**src/rtl/icache_pkg.sv**
```systemverilog
// Package icache_pkg
// Shared types for the instruction cache: the fill controller state encoding.
// Assumes nothing beyond being compiled before the modules that import it.
package icache_pkg;

    typedef enum logic [1:0] {
        FILL_IDLE = 2'd0,   // ready for lookups
        FILL_REQ  = 2'd1,   // burst request raised, waiting for grant
        FILL_BEAT = 2'd2    // collecting burst beats
    } fill_state_t;

endpackage

```
**src/rtl/icache_tag_store.sv**
```systemverilog
// Module icache_tag_store
// Holds one tag and one valid bit per line. Lookup is combinational on
// rd_idx. A line is installed (tag written, valid set) through the write
// port. inv_all clears every valid bit in one cycle and wins over a write
// in the same cycle. Assumes the tag array needs no reset because valid
// bits gate every use of it.
module icache_tag_store #(
    parameter int LINES = 32,
    parameter int TAG_W = 23,
    localparam int IDX_W = $clog2(LINES)
) (
    input  logic             clk,
    input  logic             rst_n,
    input  logic             inv_all,
    input  logic [IDX_W-1:0] rd_idx,
    output logic [TAG_W-1:0] rd_tag,
    output logic             rd_valid,
    input  logic             wr_en,
    input  logic [IDX_W-1:0] wr_idx,
    input  logic [TAG_W-1:0] wr_tag
);

    logic [TAG_W-1:0] tag_mem [LINES];
    logic [LINES-1:0] valid_q;

    // Per-line valid bit: reset, global invalidate, or set on install.
    for (genvar g = 0; g < LINES; g++) begin : g_valid
        always_ff @(posedge clk) begin
            if (!rst_n || inv_all) begin
                valid_q[g] <= 1'b0;
            end else if (wr_en && (wr_idx == IDX_W'(g))) begin
                valid_q[g] <= 1'b1;
            end
        end
    end

    // Tag write on install.
    always_ff @(posedge clk) begin
        if (wr_en) begin
            tag_mem[wr_idx] <= wr_tag;
        end
    end

    // Combinational lookup port.
    always_comb begin
        rd_tag   = tag_mem[rd_idx];
        rd_valid = valid_q[rd_idx];
    end

endmodule

```
**src/rtl/icache_data_array.sv**
```systemverilog
// Module icache_data_array
// Instruction word storage organised as LINES x LINE_WORDS words, with one
// write port (used by burst beats) and one combinational read port (used by
// hits). Assumes read and write never target the same word in one cycle,
// because lookups are blocked while a fill is running.
module icache_data_array #(
    parameter int LINES      = 32,
    parameter int LINE_WORDS = 4,
    parameter int DATA_W     = 32,
    localparam int IDX_W  = $clog2(LINES),
    localparam int WORD_W = $clog2(LINE_WORDS),
    localparam int DEPTH  = LINES * LINE_WORDS
) (
    input  logic              clk,
    input  logic              wr_en,
    input  logic [IDX_W-1:0]  wr_idx,
    input  logic [WORD_W-1:0] wr_word,
    input  logic [DATA_W-1:0] wr_data,
    input  logic [IDX_W-1:0]  rd_idx,
    input  logic [WORD_W-1:0] rd_word,
    output logic [DATA_W-1:0] rd_data
);

    logic [DATA_W-1:0] mem [DEPTH];

    // Beat write into the addressed word of the addressed line.
    always_ff @(posedge clk) begin
        if (wr_en) begin
            mem[{wr_idx, wr_word}] <= wr_data;
        end
    end

    // Combinational read for the hit path.
    always_comb begin
        rd_data = mem[{rd_idx, rd_word}];
    end

endmodule

```
**src/rtl/icache_fill_ctrl.sv**
```systemverilog
// Module icache_fill_ctrl
// Line-fill sequencer. On start it raises the burst request and holds it
// until granted. It then counts LINE_WORDS beats, advancing only on beats
// that carry data. On the final beat it installs the line unless an
// invalidate was seen at any point during the fill. Assumes the memory
// side returns beats in ascending word order starting at the line base.
module icache_fill_ctrl
    import icache_pkg::*;
#(
    parameter int LINE_WORDS = 4,
    localparam int WORD_W = $clog2(LINE_WORDS)
) (
    input  logic              clk,
    input  logic              rst_n,
    input  logic              start,
    input  logic              inv_all,
    input  logic              mem_gnt,
    input  logic              mem_rvalid,
    output logic              mem_req,
    output logic              busy,
    output logic              beat_we,
    output logic [WORD_W-1:0] beat_word,
    output logic              install
);

    localparam logic [WORD_W-1:0] LAST_WORD = WORD_W'(LINE_WORDS - 1);

    fill_state_t       state_q;
    fill_state_t       state_d;
    logic [WORD_W-1:0] cnt_q;
    logic              poison_q;
    logic              last_beat;

    assign last_beat = (state_q == FILL_BEAT) && mem_rvalid && (cnt_q == LAST_WORD);

    // Next-state selection for the fill sequence.
    always_comb begin
        state_d = state_q;
        unique case (state_q)
            FILL_IDLE: if (start)     state_d = FILL_REQ;
            FILL_REQ:  if (mem_gnt)   state_d = FILL_BEAT;
            FILL_BEAT: if (last_beat) state_d = FILL_IDLE;
            default:                  state_d = FILL_IDLE;
        endcase
    end

    // State register.
    always_ff @(posedge clk) begin
        if (!rst_n) begin
            state_q <= FILL_IDLE;
        end else begin
            state_q <= state_d;
        end
    end

    // Beat counter: cleared on grant, advanced only on beats with data.
    always_ff @(posedge clk) begin
        if (!rst_n) begin
            cnt_q <= '0;
        end else if (state_q == FILL_REQ) begin
            cnt_q <= '0;
        end else if (state_q == FILL_BEAT && mem_rvalid) begin
            cnt_q <= cnt_q + 1'b1;
        end
    end

    // Poison flag: an invalidate during a fill keeps the line invalid.
    always_ff @(posedge clk) begin
        if (!rst_n) begin
            poison_q <= 1'b0;
        end else if (state_q == FILL_IDLE) begin
            poison_q <= 1'b0;
        end else if (inv_all) begin
            poison_q <= 1'b1;
        end
    end

    // Output decode.
    always_comb begin
        mem_req   = (state_q == FILL_REQ);
        busy      = (state_q != FILL_IDLE);
        beat_we   = (state_q == FILL_BEAT) && mem_rvalid;
        beat_word = cnt_q;
        install   = last_beat && !poison_q && !inv_all;
    end

endmodule

```
**src/rtl/fetch_icache.sv**
```systemverilog
// Module fetch_icache
// Top of the direct-mapped instruction cache. A fetch is accepted when the
// cache is idle and not being invalidated. A hit answers on the next cycle
// from the data array. A miss latches the line coordinates and starts a
// burst fill, and the requested word is forwarded from its beat through
// the same output register. Assumes fetch addresses are word aligned
// (bits below the word field are ignored).
module fetch_icache #(
    parameter int ADDR_W      = 32,
    parameter int DATA_W      = 32,
    parameter int CACHE_BYTES = 512,
    parameter int LINE_WORDS  = 4,
    localparam int WORD_BYTES = DATA_W / 8,
    localparam int LINE_BYTES = WORD_BYTES * LINE_WORDS,
    localparam int LINES      = CACHE_BYTES / LINE_BYTES,
    localparam int BOFF_W     = $clog2(WORD_BYTES),
    localparam int WORD_W     = $clog2(LINE_WORDS),
    localparam int IDX_W      = $clog2(LINES),
    localparam int TAG_W      = ADDR_W - IDX_W - WORD_W - BOFF_W
) (
    input  logic              clk,
    input  logic              rst_n,
    input  logic              inv_all,
    input  logic              fetch_req,
    input  logic [ADDR_W-1:0] fetch_addr,
    output logic              fetch_ready,
    output logic              fetch_valid,
    output logic [DATA_W-1:0] fetch_data,
    output logic              mem_req,
    output logic [ADDR_W-1:0] mem_addr,
    input  logic              mem_gnt,
    input  logic              mem_rvalid,
    input  logic [DATA_W-1:0] mem_rdata
);

    localparam int WORD_LSB = BOFF_W;
    localparam int IDX_LSB  = BOFF_W + WORD_W;
    localparam int TAG_LSB  = IDX_LSB + IDX_W;

    logic [TAG_W-1:0]  req_tag;
    logic [IDX_W-1:0]  req_idx;
    logic [WORD_W-1:0] req_word;
    logic [TAG_W-1:0]  miss_tag_q;
    logic [IDX_W-1:0]  miss_idx_q;
    logic [WORD_W-1:0] miss_word_q;

    logic [TAG_W-1:0]  look_tag;
    logic              look_valid;
    logic [DATA_W-1:0] look_data;

    logic accept;
    logic hit;
    logic miss;
    logic busy;
    logic beat_we;
    logic [WORD_W-1:0] beat_word;
    logic install;
    logic forward;

    // Split the fetch address into tag, line index and word fields.
    always_comb begin
        req_tag  = fetch_addr[ADDR_W-1:TAG_LSB];
        req_idx  = fetch_addr[TAG_LSB-1:IDX_LSB];
        req_word = fetch_addr[IDX_LSB-1:WORD_LSB];
    end

    // Acceptance and hit/miss classification of the current fetch.
    always_comb begin
        fetch_ready = !busy && !inv_all;
        accept      = fetch_req && fetch_ready;
        hit         = accept && look_valid && (look_tag == req_tag);
        miss        = accept && !hit;
        forward     = beat_we && (beat_word == miss_word_q);
    end

    // Latch the coordinates of a missing fetch for the duration of the fill.
    always_ff @(posedge clk) begin
        if (!rst_n) begin
            miss_tag_q  <= '0;
            miss_idx_q  <= '0;
            miss_word_q <= '0;
        end else if (miss) begin
            miss_tag_q  <= req_tag;
            miss_idx_q  <= req_idx;
            miss_word_q <= req_word;
        end
    end

    // Response register shared by the hit path and the miss forward path.
    always_ff @(posedge clk) begin
        if (!rst_n) begin
            fetch_valid <= 1'b0;
            fetch_data  <= '0;
        end else begin
            fetch_valid <= hit || forward;
            if (hit) begin
                fetch_data <= look_data;
            end else if (forward) begin
                fetch_data <= mem_rdata;
            end
        end
    end

    // Burst address is always the base of the missing line.
    assign mem_addr = {miss_tag_q, miss_idx_q, {(WORD_W + BOFF_W){1'b0}}};

    icache_tag_store #(
        .LINES (LINES),
        .TAG_W (TAG_W)
    ) u_tags (
        .clk      (clk),
        .rst_n    (rst_n),
        .inv_all  (inv_all),
        .rd_idx   (req_idx),
        .rd_tag   (look_tag),
        .rd_valid (look_valid),
        .wr_en    (install),
        .wr_idx   (miss_idx_q),
        .wr_tag   (miss_tag_q)
    );

    icache_data_array #(
        .LINES      (LINES),
        .LINE_WORDS (LINE_WORDS),
        .DATA_W     (DATA_W)
    ) u_data (
        .clk     (clk),
        .wr_en   (beat_we),
        .wr_idx  (miss_idx_q),
        .wr_word (beat_word),
        .wr_data (mem_rdata),
        .rd_idx  (req_idx),
        .rd_word (req_word),
        .rd_data (look_data)
    );

    icache_fill_ctrl #(
        .LINE_WORDS (LINE_WORDS)
    ) u_fill (
        .clk        (clk),
        .rst_n      (rst_n),
        .start      (miss),
        .inv_all    (inv_all),
        .mem_gnt    (mem_gnt),
        .mem_rvalid (mem_rvalid),
        .mem_req    (mem_req),
        .busy       (busy),
        .beat_we    (beat_we),
        .beat_word  (beat_word),
        .install    (install)
    );

endmodule

```
**config.mk**
```make
export PLATFORM = sky130hd
export DESIGN_NAME = fetch_icache
export DESIGN_NICKNAME = d
export VERILOG_FILES = /design/src/rtl/icache_pkg.sv /design/src/rtl/icache_tag_store.sv /design/src/rtl/icache_data_array.sv /design/src/rtl/icache_fill_ctrl.sv /design/src/rtl/fetch_icache.sv
export SDC_FILE = /design/constraint.sdc
export NUM_CORES = 2
export LEC_CHECK = 0
export CORE_MARGIN = 1
export CORE_UTILIZATION = 60
export DETAILED_ROUTE_END_ITERATION = 8
export PLACE_DENSITY = 0.76
export SYNTH_ARGS = -nofsm -noshare
export SYNTH_HDL_FRONTEND = slang
export SYNTH_MEMORY_MAX_BITS = 65536
export SYNTH_SLANG_ARGS = --single-unit
```
**constraint.sdc**
```tcl
create_clock -name clk -period 10.26 [get_ports clk]
set_input_delay 1.026 -clock clk [delete_from_list [all_inputs] [get_ports clk]]
set_output_delay 1.026 -clock clk [all_outputs]
set_load 0.005 [all_outputs]
```
==> metrics.cfg <==
[outcome]
status=completed

[grt]
antenna_found_initial=31
grt_pass1_wl_mm=695
grt_usage=0.315
grt_pass1_vias=93700
grt_max_degree=128
grt_overflow=0

[floorplanning]
fp.dieW_microns=563
die_h_microns=563
die-area_sq_um=317000
row_count=205
fp.coreArea_sq_um=313000
start_util=0.604
io_pins=137

[setup_path]
crit_family=buffers and inverters
cp_max_fo=53
critical_path_class=in -> reg
crit_cells=11
required_ps=11110
startpoint_type=primary input
end_kind=flip-flop
crit_path_frequent_cell=buf_4
slowest_stage=buf_4
r2r_cells=8
cp.arrival_ps=6750
cp_cell_sequence=buf_8, buf_4, buf_4, buf_4, buf_4, mux4_2, mux2i_1, o22ai_1, nor2_1, nor2_1, mux2_1
worstPathBufferInverterCount=5
slowest_delay_ps=780

[timing]
fin_crit_sh=0.575
slew_headroom=0.0660
rsz0062_at_grt=no
fin_crit_ps=5900
setup_tns_ps=0
setup_ws_ps=4360
max_freq_mhz=170
hold_viol=0
slew_violations=0
finalClockSkew_ps=106
setup_viol=0
worst_pin_slew_ps=1400

[drt]
vias=92600
drtPass1Iterations=6
wl_met1_mm=168
drc=0
via_per_inst=7.15
routed_wl_mm=498
routedWlPerCell_microns=38.5
routed.top_layer=met5
first_iter_violations=14300
met3_length_mm=55.5
detailroute.wirelength.met2_mm=245
ant_nets=0

[pwr]
seqPwrFrac=0.540
p_per_area_nw_per_um2=194
internal_power_mw=32.3
switching_share=0.214
comb_power_share=0.047
power.switching_mw=8.83
peakVddDrop_v=0.000201
clockPowerShare=0.413
leakage_nw=66.0

[yosys]
synth.most_common_cell=edfxtp_1
netlist.area_leader.share=0.768
synth.avg_cell_area_sq_um=23.6
ys_types=55
synth_edf_count=4832
synth_flop_cell=edfxtp_1
netlist_area_sq_um=189000
async_reset_ff_frac=0
synth_area_leaders=edfxtp_1 77%, mux4_2 17%, mux2i_1 1.6%
synthCells=7994
yosysSeqAreaShare=0.778
yosys-top-cells-count=4832 x edfxtp_1, 1409 x mux4_2, 342 x clkbuf_1
synth_top_cell_by_area=edfxtp_1
ys_warn_count=0
synth-seq-cells=4932

[clock_network]
clock-sinks=4932
cts_resized=0
cts_hold_buffers=0
clockRootBuffer=clkbuf_16
cts_tree=done
clk_pin_slew_ps=60
post_cts_buffers=0
cts_made_buffers=463
htreeDepth=5
cts_max_path_buffers=4
clock_latency_ps=1020

[placement]
dp_slack_ps=3450
placed_cells=12100
place_congestion=0.826
dp_hpwl_mm=246
port_buffers=130

[layout]
fin_cells=13000
fill_cells=17800
multi_input_area_sq_um=41200
area_growth_syn_to_layout_pct=12.1
layout-drive-gt1-share=0.292
nets=8471
seqCellArea_sq_um=147000

[hold_path]
whs_path_depth=1
holdCritPathClass=in -> reg

[run]
drv_cap=0

## per-stage QoR
stage	power, mW	hold slack [ps]	area [sq um]	util
3_5_place_dp	24.6	453	197000	0.630
6_report	41.2	371	212000	0.678
3_3_place_gp	24.5	442	197000	0.630
2_1_floorplan	23.7	435	189000	-
5_1_grt	42.0	361	212000	0.678
4_1_cts	41.2	317	212000	0.678
## kinds of logic after synthesis
| logic type | after synthesis | share of synthesized area |
|---|---|---|
| AOI/OAI and AO/OA | 323 | 0.0119 |
| muxes | 1757 | 0.187 |
| xor gates and xnor gates | 23 | 0.00107 |
| adders and majority gates | 1 | 0.0000662 |
| and+or+nand+nor | 503 | 0.0117 |
| buffers and inverters | 454 | 0.0103 |
| DFF | 4932 | 0.778 |
| other | 1 | 0.0000198 |
## flip-flops by register name, indices dropped and copies added, names as in the netlist
signal and count:
fetch_data 32, fetch_valid 1, miss_idx_q 5, miss_tag_q 23, miss_word_q 2, u_data.mem 4096
u_fill.beat_word 2, u_fill.poison_q 1, u_fill.state_q 2, u_tags.tag_mem 736, u_tags.valid_q 32
## layout by cell type, fill, tap and decap left out, types with 10 or more instances in the layout
cell	instances
xor2_1	12
clkinv_1	115
o21a_1	33
o22ai_1	84
buf_4	270
mux4_2	1409
o311ai_0	23
dfxtp_1	100
and3_1	35
nand3_1	25
a2bb2oi_1	30
mux2_2	12
clkinv_16	10
nand2_1	84
clkbuf_1	83
clkinv_2	107
a22oi_1	57
clkinvlp_4	16
clkdlybuf4s50_1	91
bufinv_16	41
clkbuf_16	465
nor2_4	160
mux2_1	27
a21oi_1	21
xnor2_1	11
nor2b_1	23
nor2_1	114
mux2i_1	309
diode_2	14
nand4_1	10
buf_12	20
edfxtp_1	4832
o21ai_0	38
## routing by layer
metal | global-route usage | vias up
met3 | 0.0632 | 1385
met1 | 0.411 | 48800
met2 | 0.512 | 7311
met5 | 0 | -
met4 | 0.161 | 10
li1 | - | 35100
## path summary, 6_finish.rpt
path / startpoint / endpoint / slack (ps)
setup / recovery: fetch_addr[4] / fetch_data[11]$_SDFFE_PN0P_ / 4360
hold / removal: mem_rdata[8] / u_data.mem[52][8]$_DFFE_PP_ / 370
setup reg to reg: u_tags.tag_mem[31][22]$_DFFE_PP_ / fetch_data[12]$_SDFFE_PN0P_ / 5590
hold reg to reg: u_tags.valid_q[14]$_SDFFE_PP0P_ / u_tags.valid_q[14]$_SDFFE_PP0P_ / 460
## power groups by stage
| stage | Combinational, mW | Clock, mW | Sequential, mW |
|---|---|---|---|
| final | 1.95 | 17.0 | 22.2 |
| after global routing | 2.01 | 17.8 | 22.2 |
| after CTS | 1.93 | 17.1 | 22.2 |
| after detailed placement | 1.90 | 0 | 22.7 |
| after global placement | 1.85 | 0 | 22.7 |
| after floorplan | 1.08 | 0 | 22.6 |
## area by class of cell
class / count / area share
diodes: 14 / 0.000165
clock buffers: 556 / 0.0569
clock inverters: 311 / 0.0138
inverters: 4 / 0.0000767
multi-input cells: 2611 / 0.194
flip-flops and latches: 4932 / 0.694
well taps: 4140 / 0.0244
repair buffers: 388 / 0.0162
Note: power is estimated with default switching activity, not from simulation.
